===== config.mk =====
export PLATFORM = sky130hd
export DESIGN_NAME = irq_status_agg
export DESIGN_NICKNAME = d
export VERILOG_FILES = /design/src/rtl/irq_agg_pkg.sv /design/src/rtl/irq_agg_pend.sv /design/src/rtl/irq_agg_mask.sv /design/src/rtl/irq_agg_out.sv /design/src/rtl/irq_status_agg.sv
export SDC_FILE = /design/constraint.sdc
export NUM_CORES = 1
export LEC_CHECK = 0
export ABC_AREA = 0
export BUFFER_PORTS_ARGS = -buffer_cell sky130_fd_sc_hd__buf_4
export CORE_ASPECT_RATIO = 1.4
export CORE_MARGIN = 1
export CORE_UTILIZATION = 30
export DETAILED_ROUTE_END_ITERATION = 8
export GPL_TIMING_DRIVEN = 0
export HOLD_SLACK_MARGIN = 0.1
export MAX_ROUTING_LAYER = met4
export SKIP_CTS_REPAIR_TIMING = 1
export SLEW_MARGIN = 20
export SYNTH_ARGS = -nofsm -noshare
export SYNTH_HDL_FRONTEND = slang
export SYNTH_HIERARCHICAL = 1
export SYNTH_SLANG_ARGS = --single-unit
export TNS_END_PERCENT = 20

===== constraint.sdc =====
create_clock -name clk -period 1 [get_ports clk]
set_input_delay 0.05 -clock clk [delete_from_list [all_inputs] [get_ports clk]]
set_output_delay 0.05 -clock clk [all_outputs]
set_load 0.03 [all_outputs]

===== src/rtl/irq_agg_pkg.sv =====
package irq_agg_pkg;
   typedef enum logic {
      CTL_MASK = 1'b0,
      CTL_STAT = 1'b1
   } ctl_sel_e;
endpackage


===== src/rtl/irq_agg_pend.sv =====
module irq_agg_pend #(
   parameter int NUM_SRC = 6
) (
   input  logic               clk,
   input  logic               rst_n,
   input  logic [NUM_SRC-1:0] src_i,
   input  logic [NUM_SRC-1:0] clr_i,
   output logic [NUM_SRC-1:0] pend_o
);
   logic [NUM_SRC-1:0] src_q;

   always_ff @(posedge clk or negedge rst_n) begin
      if (!rst_n) src_q <= '0;
      else        src_q <= src_i;
   end

   for (genvar i = 0; i < NUM_SRC; i++) begin : g_cell
      logic rise;
      logic pend_q;
      assign rise = src_i[i] & ~src_q[i];

      always_ff @(posedge clk or negedge rst_n) begin
         if (!rst_n)      pend_q <= 1'b0;
         else if (rise)   pend_q <= 1'b1;
         else if (clr_i[i]) pend_q <= 1'b0;
      end
      assign pend_o[i] = pend_q;

      a_r3_rise_sets: assert property (@(posedge clk) disable iff (!rst_n)
         (src_i[i] && !src_q[i]) |=> pend_o[i]);
      a_r4_hold_set: assert property (@(posedge clk) disable iff (!rst_n)
         (pend_o[i] && !clr_i[i]) |=> pend_o[i]);
      a_r4_clear: assert property (@(posedge clk) disable iff (!rst_n)
         (clr_i[i] && !(src_i[i] && !src_q[i])) |=> !pend_o[i]);
   end
endmodule


===== src/rtl/irq_agg_mask.sv =====
module irq_agg_mask #(
   parameter int NUM_SRC = 6,
   localparam int MASK_W = NUM_SRC + 1
) (
   input  logic               clk,
   input  logic               rst_n,
   input  logic               wr_i,
   input  logic [MASK_W-1:0]  wdata_i,
   output logic               gie_o,
   output logic [NUM_SRC-1:0] src_en_o,
   output logic [MASK_W-1:0]  mask_o
);
   logic [MASK_W-1:0] mask_q;

   always_ff @(posedge clk or negedge rst_n) begin
      if (!rst_n)    mask_q <= '0;
      else if (wr_i) mask_q <= wdata_i;
   end

   assign gie_o    = mask_q[0];
   assign src_en_o = mask_q[MASK_W-1:1];
   assign mask_o   = mask_q;

   a_r6_hold: assert property (@(posedge clk) disable iff (!rst_n)
      !wr_i |=> $stable(mask_o));
   a_r6_load: assert property (@(posedge clk) disable iff (!rst_n)
      wr_i |=> (mask_o == $past(wdata_i)));
endmodule


===== src/rtl/irq_agg_out.sv =====
module irq_agg_out #(
   parameter int NUM_BANKS = 4,
   parameter int NUM_SRC   = 6
) (
   input  logic                 clk,
   input  logic                 rst_n,
   input  logic                 gie_i,
   input  logic [NUM_BANKS-1:0] bank_i,
   input  logic [NUM_SRC-1:0]   pend_i,
   input  logic [NUM_SRC-1:0]   src_en_i,
   input  logic                 gap_i,
   output logic                 irq_o
);
   logic any_req;
   logic irq_q;

   assign any_req = (|bank_i) | (|(pend_i & src_en_i));

   always_ff @(posedge clk or negedge rst_n) begin
      if (!rst_n) irq_q <= 1'b0;
      else        irq_q <= gie_i & any_req & ~gap_i;
   end
   assign irq_o = irq_q;

   a_r9_gap_low: assert property (@(posedge clk) disable iff (!rst_n)
      gap_i |=> !irq_o);
   a_r7_gie_gate: assert property (@(posedge clk) disable iff (!rst_n)
      !gie_i |=> !irq_o);
   a_r8_cause: assert property (@(posedge clk) disable iff (!rst_n)
      (gie_i && !gap_i && ((|bank_i) || (|(pend_i & src_en_i)))) |=> irq_o);
endmodule


===== src/rtl/irq_status_agg.sv =====
module irq_status_agg #(
   parameter int NUM_BANKS = 4,
   parameter int NUM_SRC   = 6,
   localparam int STAT_W   = NUM_BANKS + NUM_SRC,
   localparam int MASK_W   = NUM_SRC + 1
) (
   input  logic                 clk,
   input  logic                 rst_n,
   input  logic [NUM_BANKS-1:0] bank_irq_i,
   input  logic [NUM_SRC-1:0]   src_irq_i,
   input  logic                 ctl_wr_i,
   input  logic                 ctl_sel_i,
   input  logic [STAT_W-1:0]    ctl_wdata_i,
   output logic [STAT_W-1:0]    status_o,
   output logic [MASK_W-1:0]    mask_o,
   output logic                 irq_o
);
   import irq_agg_pkg::*;

   if (NUM_BANKS < 1) begin : g_bad_banks
      $error("NUM_BANKS must be at least 1");
   end
   if (NUM_SRC < 1) begin : g_bad_src
      $error("NUM_SRC must be at least 1");
   end

   logic               wr_mask;
   logic               wr_stat;
   logic [NUM_SRC-1:0] clr;
   logic [NUM_SRC-1:0] pend;
   logic [NUM_SRC-1:0] src_en;
   logic               gie;

   assign wr_mask = ctl_wr_i & (ctl_sel_e'(ctl_sel_i) == CTL_MASK);
   assign wr_stat = ctl_wr_i & (ctl_sel_e'(ctl_sel_i) == CTL_STAT);
   assign clr     = wr_stat ? ctl_wdata_i[STAT_W-1:NUM_BANKS] : '0;

   irq_agg_pend #(.NUM_SRC(NUM_SRC)) u_pend (
      .clk    (clk),
      .rst_n  (rst_n),
      .src_i  (src_irq_i),
      .clr_i  (clr),
      .pend_o (pend)
   );

   irq_agg_mask #(.NUM_SRC(NUM_SRC)) u_mask (
      .clk      (clk),
      .rst_n    (rst_n),
      .wr_i     (wr_mask),
      .wdata_i  (ctl_wdata_i[MASK_W-1:0]),
      .gie_o    (gie),
      .src_en_o (src_en),
      .mask_o   (mask_o)
   );

   irq_agg_out #(.NUM_BANKS(NUM_BANKS), .NUM_SRC(NUM_SRC)) u_out (
      .clk      (clk),
      .rst_n    (rst_n),
      .gie_i    (gie),
      .bank_i   (bank_irq_i),
      .pend_i   (pend),
      .src_en_i (src_en),
      .gap_i    (wr_stat),
      .irq_o    (irq_o)
   );

   assign status_o = {pend, bank_irq_i};

   a_r9_write_gap: assert property (@(posedge clk) disable iff (!rst_n)
      (ctl_wr_i && ctl_sel_i) |=> !irq_o);
   a_r7_needs_enable: assert property (@(posedge clk) disable iff (!rst_n)
      irq_o |-> $past(mask_o[0]));
   a_r5_zero_keeps: assert property (@(posedge clk) disable iff (!rst_n)
      (ctl_wr_i && ctl_sel_i && (ctl_wdata_i[STAT_W-1:NUM_BANKS] == '0))
      |=> ((status_o[STAT_W-1:NUM_BANKS] & $past(status_o[STAT_W-1:NUM_BANKS]))
           == $past(status_o[STAT_W-1:NUM_BANKS])));
endmodule


==> results of run 1 <==
==> registers in the layout, indices dropped and copies added, names as in the netlist <==
name / count
u_pend/g_cell.pend_q: 6
u_pend/src_q: 6
u_mask/mask_o: 7
u_out/irq_o: 1
==> cell families after synthesis <==
logic type | after synthesis | synth area share (%)
AO/OA/AOI/OAI | 10 | 11.0
buffers and inverters | 30 | 19.0
flip-flops | 20 | 51.8
multiplexers | 7 | 10.9
AND/OR/NAND/NOR | 10 | 7.26
==> per-layer routing <==
layer	vias to the layer above	share of wire, %	global-route usage [%]
li1	359	-	-
met1	353	38	13.6
met2	26	55	22.1
met3	6	4.3	2.65
met4	0	2.9	9.52
met5	-	0	-
==> worst max path at each step <==
stage	from	end	slack [ns]	cells after the start
global placement	u_mask/mask_o[1]	u_out/irq_o	0.02	3
finish	u_pend/g_cell[0].pend_q	status_o[4]	0.01	2
CTS	u_mask/mask_o[1]	u_out/irq_o	-0.03	3
detailed placement	u_mask/mask_o[1]	u_out/irq_o	-0.02	3
floorplan	u_mask/mask_o[1]	u_out/irq_o	0.01	3
global route	u_pend/g_cell[0].pend_q	status_o[4]	-0.02	2
==> worst max-delay path, delay by kind of cell (launching register included) <==
| family | cells | cell delay [ns] |
|---|---|---|
| flip-flops | 1 | 0.38 |
| buffers and inverters | 2 | 0.30 |
==> power breakdown <==
group          switching [uW]  internal (uW)  leakage, uW  total, uW
combinational             361            450     0.000577        811
sequential               57.4            903     0.000221        960
clock                     250            268    0.0000216        518
==> per-stage QoR <==
| stage | TNS [ns] | util (%) |
|---|---|---|
| finish | 0 | 50.9 |
| global route | -0.0387 | 50.9 |
| CTS | -0.0362 | 45.0 |
| detailed placement | -0.0151 | 43.7 |
| global placement | 0 | 43.7 |
| floorplan | 0 | - |
==> cells in the final DEF (no fill, tap or decap) <==
| cell | n |
|---|---|
| nor4_2 | 1 |
| a41oi_1 | 1 |
| dfrtp_2 | 6 |
| nand2b_1 | 1 |
| clkbuf_8 | 3 |
| mux2_4 | 7 |
| buf_6 | 10 |
| buf_4 | 51 |
| and3_1 | 6 |
| nor2b_1 | 1 |
| dlygate4sd3_1 | 14 |
| and2_2 | 1 |
| a22oi_2 | 3 |
| dfrtp_1 | 14 |
| inv_1 | 12 |
| o22ai_2 | 6 |
==> final cells by class <==
cell class / count / area, sq um
fill: 280 / 1520
multi-input combinational: 27 / 297
timing repair buffer: 57 / 485
tap: 39 / 48.8
clock buffer: 3 / 41.3
buffer: 18 / 150
sequential: 20 / 508
inverter: 12 / 45.0
==> flow_metrics.env, run 1 <==
export IMPL_dp_slack_ns=-0.0151
export IMPL_antenna_found_initial=0
export IMPL_grt_max_degree=21
export IMPL_rr_endpoint="u_out/irq_o"
export IMPL_rsz0062_at_grt="yes"
export IMPL_critPathLaunchType="flip-flop"
export IMPL_ys_ff_latch=20
export IMPL_placedCellCount=157
export IMPL_drive_gt1_share_pct=64.2
export IMPL_port_buffer_count=41
export IMPL_finalSetupViolCount=0
export IMPL_die_h_um=69.1
export IMPL_wl_per_cell_um=12.1
export IMPL_first_pass_iters=4
export IMPL_syn_avg_cell_area_sq_um=12.5
export IMPL_crit_path_top_delay_cell="dfrtp_1"
export IMPL_clock_sinks=20
export IMPL_slew_viol_final=0
export IMPL_arrival_ns=0.94
export IMPL_clock_path_buffers=2
export IMPL_fmax_ghz=1.01
export IMPL_synthCells=77
export IMPL_min_from="bank_irq_i[2]"
export IMPL_ys_warn_count=6
export IMPL_crit_type="reg -> out"
export IMPL_dieWidth_um=50.0
export IMPL_area_delta_synth_final_pct=63.1
export IMPL_totalPowerFinal_uw=2290
export IMPL_drt_total_wl_um=2140
export IMPL_crit_chain="buf_4 > buf_4"
export IMPL_cts_root_buf="clkbuf_8"
export IMPL_syn_area_sq_um=966
export IMPL_avgViaCountPerCell=4.23
export IMPL_cts_htree_levels=1
export IMPL_cts_tree="done"
export IMPL_vdd_ir_drop_worst_uv=717
export IMPL_finalCritPeriodShare_pct=98.7
export IMPL_rows=24
export IMPL_dieArea_sq_mm=0.00345
export IMPL_clock_skew_ns=0.00141
export IMPL_synth_cell_types=13
export IMPL_clk_pin_slew_ns=0.07
export IMPL_place_gp_congestion=0.697
export IMPL_status="complete, no violations"
export IMPL_drc=0
export IMPL_initial_core_util_pct=31.2
export IMPL_min_to="u_out/irq_o"
export IMPL_p_leak_uw=0.000819
export IMPL_synth_top_cell_by_area="dfrtp_1"
export IMPL_slew_headroom_pct=82.9
export IMPL_hold_viol_final=0
export IMPL_clock_latency_ns=0.26
export IMPL_synthFlopType="dfrtp_1"
export IMPL_drv_cap=0
export IMPL_track_usage_pct=13.3
export IMPL_fin_area_sq_mm=0.00158
export IMPL_regToRegSetupSlack_ns=0.05
export IMPL_antenna_cells=0
export IMPL_r2r_start="u_pend/g_cell[2].pend_q"
export IMPL_crit_top_cell="buf_4"
export IMPL_core_area_sq_mm=0.00309
export IMPL_cpPeakStageDelay_ns=0.38
export IMPL_min_path_cells=3
export IMPL_ant_nets=0
export IMPL_grt_pass1_vias=740
export IMPL_worst_pin_slew_ns=0.256
export IMPL_rr_worst_depth=3
export IMPL_synth_edf_count=0
export IMPL_synth_most_common_cell="dfrtp_1"
export IMPL_yosysSeqAreaShare_pct=51.8
export IMPL_synth_nets=101
export IMPL_place_area_sq_mm=0.00135
export IMPL_layout_cells_non_filler=176
export IMPL_cp_required_ns=0.95
export IMPL_cp_max_fo=2
export IMPL_yosys_top_cells_count="dfrtp_1 (20), buf_4 (17), inv_1 (12), mux2_4 (7)"
export IMPL_dp_hpwl_um=1510
export IMPL_grt_pass1_wl_um=3260
export IMPL_pwr_density_cell_mw_per_mm2=1450
export IMPL_grt_overflow_total=0
export IMPL_end_kind="output pin"
export IMPL_numCtsBuffers=3
export IMPL_ioPinCount=42
export IMPL_hold_worst_slack_ns=0.108
export IMPL_vias=744
export IMPL_netlist_area_leader_share_pct=51.8
export IMPL_async_flop_share_pct=100
export IMPL_drt_iter0_markers=4
export IMPL_synth_area_leaders="dfrtp_1 (52%), buf_4 (13%), mux2_4 (11%)"
export IMPL_layout_min_cycle_time_ns=0.987
export IMPL_setup_slack_ns=0.0134
export IMPL_layout_nets=163
export IMPL_min_path_type="in -> reg"
Power figures use the tool's default switching activity.
==> run 2, diff against run 1 <==
--- a/config.mk
+++ b/config.mk
@@ -9,11 +9,12 @@
 export BUFFER_PORTS_ARGS = -buffer_cell sky130_fd_sc_hd__buf_4
 export CORE_ASPECT_RATIO = 1.4
 export CORE_MARGIN = 1
-export CORE_UTILIZATION = 30
+export CORE_UTILIZATION = 46
 export DETAILED_ROUTE_END_ITERATION = 8
 export GPL_TIMING_DRIVEN = 0
 export HOLD_SLACK_MARGIN = 0.1
 export MAX_ROUTING_LAYER = met4
+export PLACE_DENSITY = 0.78
 export SKIP_CTS_REPAIR_TIMING = 1
 export SLEW_MARGIN = 20
 export SYNTH_ARGS = -nofsm -noshare
==> run 2 against run 1 <==
Compared with the run above: the run now ends with negative setup slack left; highest routed layer unchanged; die area is 34% lower; worst setup slack worse by 0.042 ns; critical endpoint unchanged; via count is 5.2% higher; non-clock buffer count is 8 higher; worst hold slack worse by 0.015 ns; largest cell class unchanged.
==> flow_metrics.env, run 2 (synthesis results as in run 1) <==
export IMPL_port_buffer_count=41
export IMPL_status="finished with violations"
export IMPL_drv_cap=0
export IMPL_grt_max_degree=21
export IMPL_finalSetupViolCount=6
export IMPL_ioPinCount=42
export IMPL_initial_core_util_pct=49.0
export IMPL_worst_pin_slew_ns=0.257
export IMPL_mostFrequentLayoutCell="buf_4"
export IMPL_rsz0062_at_grt="yes"
export IMPL_core_area_sq_mm=0.00197
export IMPL_avgViaCountPerCell=4.69
export IMPL_timing_setup_tns_ns=-0.0847
export IMPL_clk_pin_slew_ns=0.12
export IMPL_min_to="u_pend/g_cell[4].pend_q"
export IMPL_drc=0
export IMPL_swShare_pct=30.0
export IMPL_first_pass_iters=4
export IMPL_antenna_cells=0
export IMPL_cts_root_buf="clkbuf_4"
export IMPL_clock_path_buffers=2
export IMPL_dp_hpwl_um=1410
export IMPL_grt_pass1_wl_um=2750
export IMPL_final_cell_mix="buf_4 (47), dlygate4sd3_1 (20), buf_6 (16)"
export IMPL_rr_endpoint="u_out/irq_o"
export IMPL_clock_latency_ns=0.30
export IMPL_antenna_found_initial=0
export IMPL_clock_sinks=20
export IMPL_final_util_pct=83.1
export IMPL_sequentialPowerShare_pct=42.3
export IMPL_power_switching_uw=690
export IMPL_rr_worst_depth=3
export IMPL_place_gp_congestion=0.738
export IMPL_dieWidth_um=40.7
export IMPL_slew_viol_final=0
export IMPL_critPathLaunchType="flip-flop"
export IMPL_pwr_share_comb_pct=37.3
export IMPL_power_share_clock_pct=20.4
export IMPL_drt_total_wl_um=2360
export IMPL_wl_per_cell_um=14.1
export IMPL_p_leak_uw=0.000861
export IMPL_drt_iter0_markers=8
export IMPL_m1WireLength_um=869
export IMPL_r2r_start="u_pend/g_cell[0].pend_q"
export IMPL_rows=19
export IMPL_wl_met2_um=1370
export IMPL_area_delta_synth_final_pct=69.8
export IMPL_setup_slack_ns=-0.0284
export IMPL_regToRegSetupSlack_ns=0.04
export IMPL_vias=783
export IMPL_largest_reg_flops=7
export IMPL_cp_required_ns=0.95
export IMPL_cp_max_fo=2
export IMPL_drive_gt1_share_pct=61.6
export IMPL_min_from="ctl_wdata_i[8]"
export IMPL_grt_overflow_total=0
export IMPL_layout_min_cycle_time_ns=1.03
export IMPL_pwr_density_cell_mw_per_mm2=1400
export IMPL_vdd_ir_drop_worst_uv=1030
export IMPL_fill_cells=109
export IMPL_track_usage_pct=17.3
export IMPL_route_met3_wl_um=91
export IMPL_dieArea_sq_mm=0.00229
export IMPL_p_int_uw=1610
export IMPL_violations="negative setup slack"
export IMPL_ant_nets=0
export IMPL_min_path_cells=3
export IMPL_min_path_type="in -> reg"
export IMPL_hold_viol_final=0
export IMPL_arrival_ns=0.98
export IMPL_clock_skew_ns=0.00714
export IMPL_end_kind="output pin"
export IMPL_finalCritPeriodShare_pct=103
export IMPL_crit_type="reg -> out"
export IMPL_numCtsBuffers=3
export IMPL_grt_pass1_vias=674
export IMPL_die_h_um=56.2
export IMPL_slew_headroom_pct=82.9
export IMPL_fmax_ghz=0.972
export IMPL_layout_nets=171
export IMPL_cts_tree="done"
export IMPL_cts_htree_levels=1
export IMPL_top_layer="met4"
[run 2: area by class of cell]
type / instances / area, sq um / area share, %
clock buffer: 4 / 36.3 / 2.21
sequential: 20 / 508 / 31.0
timing repair buffer: 66 / 572 / 34.9
buffer: 17 / 161 / 9.84
tap: 21 / 26.3 / 1.60
inverter: 12 / 45.0 / 2.75
multi-input combinational: 27 / 292 / 17.8
[run 2: critical path, stage by stage (launching register included)]
cell and delay, ns:
dfrtp_1 0.42, buf_6 0.13, buf_6 0.13
[run 2: worst max path at each step]
stage                       startpoint     endpoint  slack (ns)  cells past startpoint
2_1_floorplan         u_mask/mask_o[1]  u_out/irq_o        0.01                      3
3_3_place_gp          u_mask/mask_o[1]  u_out/irq_o        0.03                      3
3_5_place_dp   u_pend/g_cell[0].pend_q  u_out/irq_o        0.02                      3
4_1_cts        u_pend/g_cell[2].pend_q  status_o[6]       -0.05                      2
5_1_grt        u_pend/g_cell[0].pend_q  status_o[4]       -0.06                      2
6_report       u_pend/g_cell[0].pend_q  status_o[4]       -0.03                      2
[run 2: metal layers]
layer  track usage, %  vias to the layer above
met5                -                        -
met4             2.86                        0
met3             2.40                        2
met2             30.2                       26
met1             20.3                      381
li1                 -                      374
[run 2: per-stage QoR]
step | std cells | cell area, sq um | setup slack, ns | power (uW) | hold WS (ns)
finish | 167 | 1640 | -0.0284 | 2300 | 0.0934
global route | 167 | 1640 | -0.0629 | 2410 | 0.0881
CTS | 143 | 1370 | -0.0549 | 2160 | -0.382
detailed placement | 139 | 1330 | 0.0175 | 1700 | -0.0565
global placement | 139 | 1330 | 0.0348 | 1680 | -0.0585
floorplan | 77 | 995 | 0.0131 | 1430 | -0.246
[run 2: power by group through the flow]
stage	Combinational [uW]	Sequential [uW]	Clock, uW
2_1_floorplan	381	1050	0
3_3_place_gp	710	974	0
3_5_place_dp	721	979	0
4_1_cts	723	963	476
5_1_grt	911	983	514
6_report	859	973	470
==> run 3, diff against run 2 <==
--- a/config.mk
+++ b/config.mk
@@ -8,12 +8,11 @@
 export ABC_AREA = 0
 export BUFFER_PORTS_ARGS = -buffer_cell sky130_fd_sc_hd__buf_4
 export CORE_ASPECT_RATIO = 1.4
-export CORE_MARGIN = 1
+export CORE_MARGIN = 8
 export CORE_UTILIZATION = 46
 export DETAILED_ROUTE_END_ITERATION = 8
 export GPL_TIMING_DRIVEN = 0
 export HOLD_SLACK_MARGIN = 0.1
-export MAX_ROUTING_LAYER = met4
 export PLACE_DENSITY = 0.78
 export SKIP_CTS_REPAIR_TIMING = 1
 export SLEW_MARGIN = 20
==> run 3 against run 2 <==
Compared with the run above: the flow still finishes with violations (negative setup slack); worst setup slack improved by 0.0032 ns; critical path depth is the same; critical path type unchanged; clock power down 1%; fmax increased by 0.32%; sequential cell count did not move; via count stayed put.
==> flow_metrics.env, run 3 (synthesis results as in run 1) <==
export IMPL_grt_max_degree=21
export IMPL_area_delta_synth_final_pct=70.1
export IMPL_crit_end="mask_o[0]"
export IMPL_min_path_type="in -> reg"
export IMPL_arrival_ns=0.98
export IMPL_drt_total_wl_um=2540
export IMPL_critPathLaunch="u_mask/mask_o[0]"
export IMPL_finalSetupViolCount=4
export IMPL_sequentialPowerShare_pct=42.4
export IMPL_status="finished with violations"
export IMPL_vias=783
export IMPL_p_leak_uw=0.000861
export IMPL_cp_required_ns=0.95
export IMPL_avgViaCountPerCell=4.69
export IMPL_clock_skew_ns=0.00751
export IMPL_fill_cells=117
export IMPL_power_switching_uw=682
export IMPL_place_gp_congestion=0.689
export IMPL_drive_gt1_share_pct=61.0
export IMPL_regToRegSetupSlack_ns=0.02
export IMPL_multi_input_area_sq_um=292
export IMPL_drt_iter0_markers=12
export IMPL_track_usage_pct=11.6
export IMPL_rr_endpoint="u_out/irq_o"
export IMPL_r2r_start="u_pend/g_cell[0].pend_q"
export IMPL_hold_viol_final=0
export IMPL_cts_root_buf="clkbuf_4"
export IMPL_fmax_ghz=0.975
export IMPL_crit_type="reg -> out"
export IMPL_grt_overflow_total=0
export IMPL_layout_nets=171
export IMPL_critPathLaunchType="flip-flop"
export IMPL_p_int_uw=1610
export IMPL_cts_htree_levels=1
export IMPL_final_cell_mix="buf_4 (46), dlygate4sd3_1 (21), buf_6 (16)"
export IMPL_die_h_um=70.2
export IMPL_min_path_cells=3
export IMPL_cp_max_fo=3
export IMPL_slew_viol_final=0
export IMPL_drc=0
export IMPL_rsz0062_at_grt="yes"
export IMPL_cts_tree="done"
export IMPL_numCtsBuffers=3
export IMPL_dp_hpwl_um=1770
export IMPL_clock_sinks=20
export IMPL_rr_worst_depth=3
export IMPL_totalPowerFinal_uw=2290
export IMPL_clock_latency_ns=0.30
export IMPL_wl_per_cell_um=15.2
export IMPL_dp_slack_ns=0.0270
export IMPL_ioPinCount=42
export IMPL_seq_area_sq_um=508
export IMPL_rows=19
export IMPL_drv_cap=0
export IMPL_first_pass_iters=2
export IMPL_largest_reg_flops=7
export IMPL_pwr_share_comb_pct=37.3
export IMPL_finalCritPeriodShare_pct=103
export IMPL_ant_nets=0
export IMPL_pwr_density_cell_mw_per_mm2=1400
export IMPL_layout_min_cycle_time_ns=1.03
export IMPL_slew_headroom_pct=82.7
export IMPL_clk_pin_slew_ns=0.12
export IMPL_swShare_pct=29.7
export IMPL_setup_slack_ns=-0.0251
export IMPL_vdd_ir_drop_worst_uv=1110
export IMPL_end_kind="output pin"
export IMPL_clock_path_buffers=2
export IMPL_violations="negative setup slack"
export IMPL_dieArea_sq_mm=0.00384
export IMPL_power_share_clock_pct=20.3
export IMPL_worst_pin_slew_ns=0.259
export IMPL_core_area_sq_mm=0.00197
export IMPL_grt_pass1_wl_um=3420
export IMPL_port_buffer_count=41
export IMPL_antenna_cells=0
export IMPL_dieWidth_um=54.7
export IMPL_grt_pass1_vias=796
export IMPL_antenna_found_initial=0
export IMPL_initial_core_util_pct=49.0
export IMPL_mostFrequentLayoutCell="buf_4"
## run 3: cell types whose count changed in the layout (fill, tap and decap cells not counted)
cell / before / now
dlygate4sd3_1: 20 / 21
buf_4: 47 / 46
## run 3: how the worst min path moves through the flow
stage	from	endpoint	slack, ns
finish	ctl_wr_i	u_pend/g_cell[5].pend_q	0.12
global route	ctl_wr_i	u_pend/g_cell[5].pend_q	0.12
CTS	rst_n	u_pend/g_cell[2].pend_q	-0.39
detailed placement	rst_n	u_pend/g_cell[4].pend_q	-0.06
global placement	rst_n	u_pend/g_cell[4].pend_q	-0.06
floorplan	rst_n	u_mask/mask_o[0]	-0.25
## run 3: power by group through the flow
stage	clock network, uW	logic, uW	registers, uW
final	465	856	974
after global routing	519	906	985
after CTS	481	733	965
after detailed placement	0	731	981
after global placement	0	717	974
after floorplan	0	381	1050
## run 3: area by class of cell
type / count / area share [%]
buffer: 17 / 9.82
clock buffer: 4 / 2.21
inverter: 12 / 2.74
multi-input combinational: 27 / 17.7
sequential: 20 / 30.9
tap: 21 / 1.60
timing repair buffer: 66 / 35.0
## run 3: layer usage
layer	vias to the layer above	GRT usage (%)	wire length [um]
met3	2	3.60	217
met5	-	0	0
met4	0	4.95	19
li1	377	-	-
met1	380	12.0	891
met2	24	19.8	1410
## run 3: critical path, cell delays in order (launching register included)
cell	delay (ns)
dfrtp_1	0.43
buf_6	0.13
buf_6	0.13
## run 3: metrics by stage
stage                     utilization [%]  setup TNS (ns)  hold WS (ns)  area (sq um)  std cells
after detailed placement             67.3               0       -0.0562          1330        139
after global placement               67.3               0       -0.0577          1330        139
after CTS                            69.2          -0.396        -0.392          1370        143
after global routing                 83.3          -0.380         0.124          1640        167
after floorplan                         -               0        -0.246           995         77
final                                83.3         -0.0834         0.118          1640        167
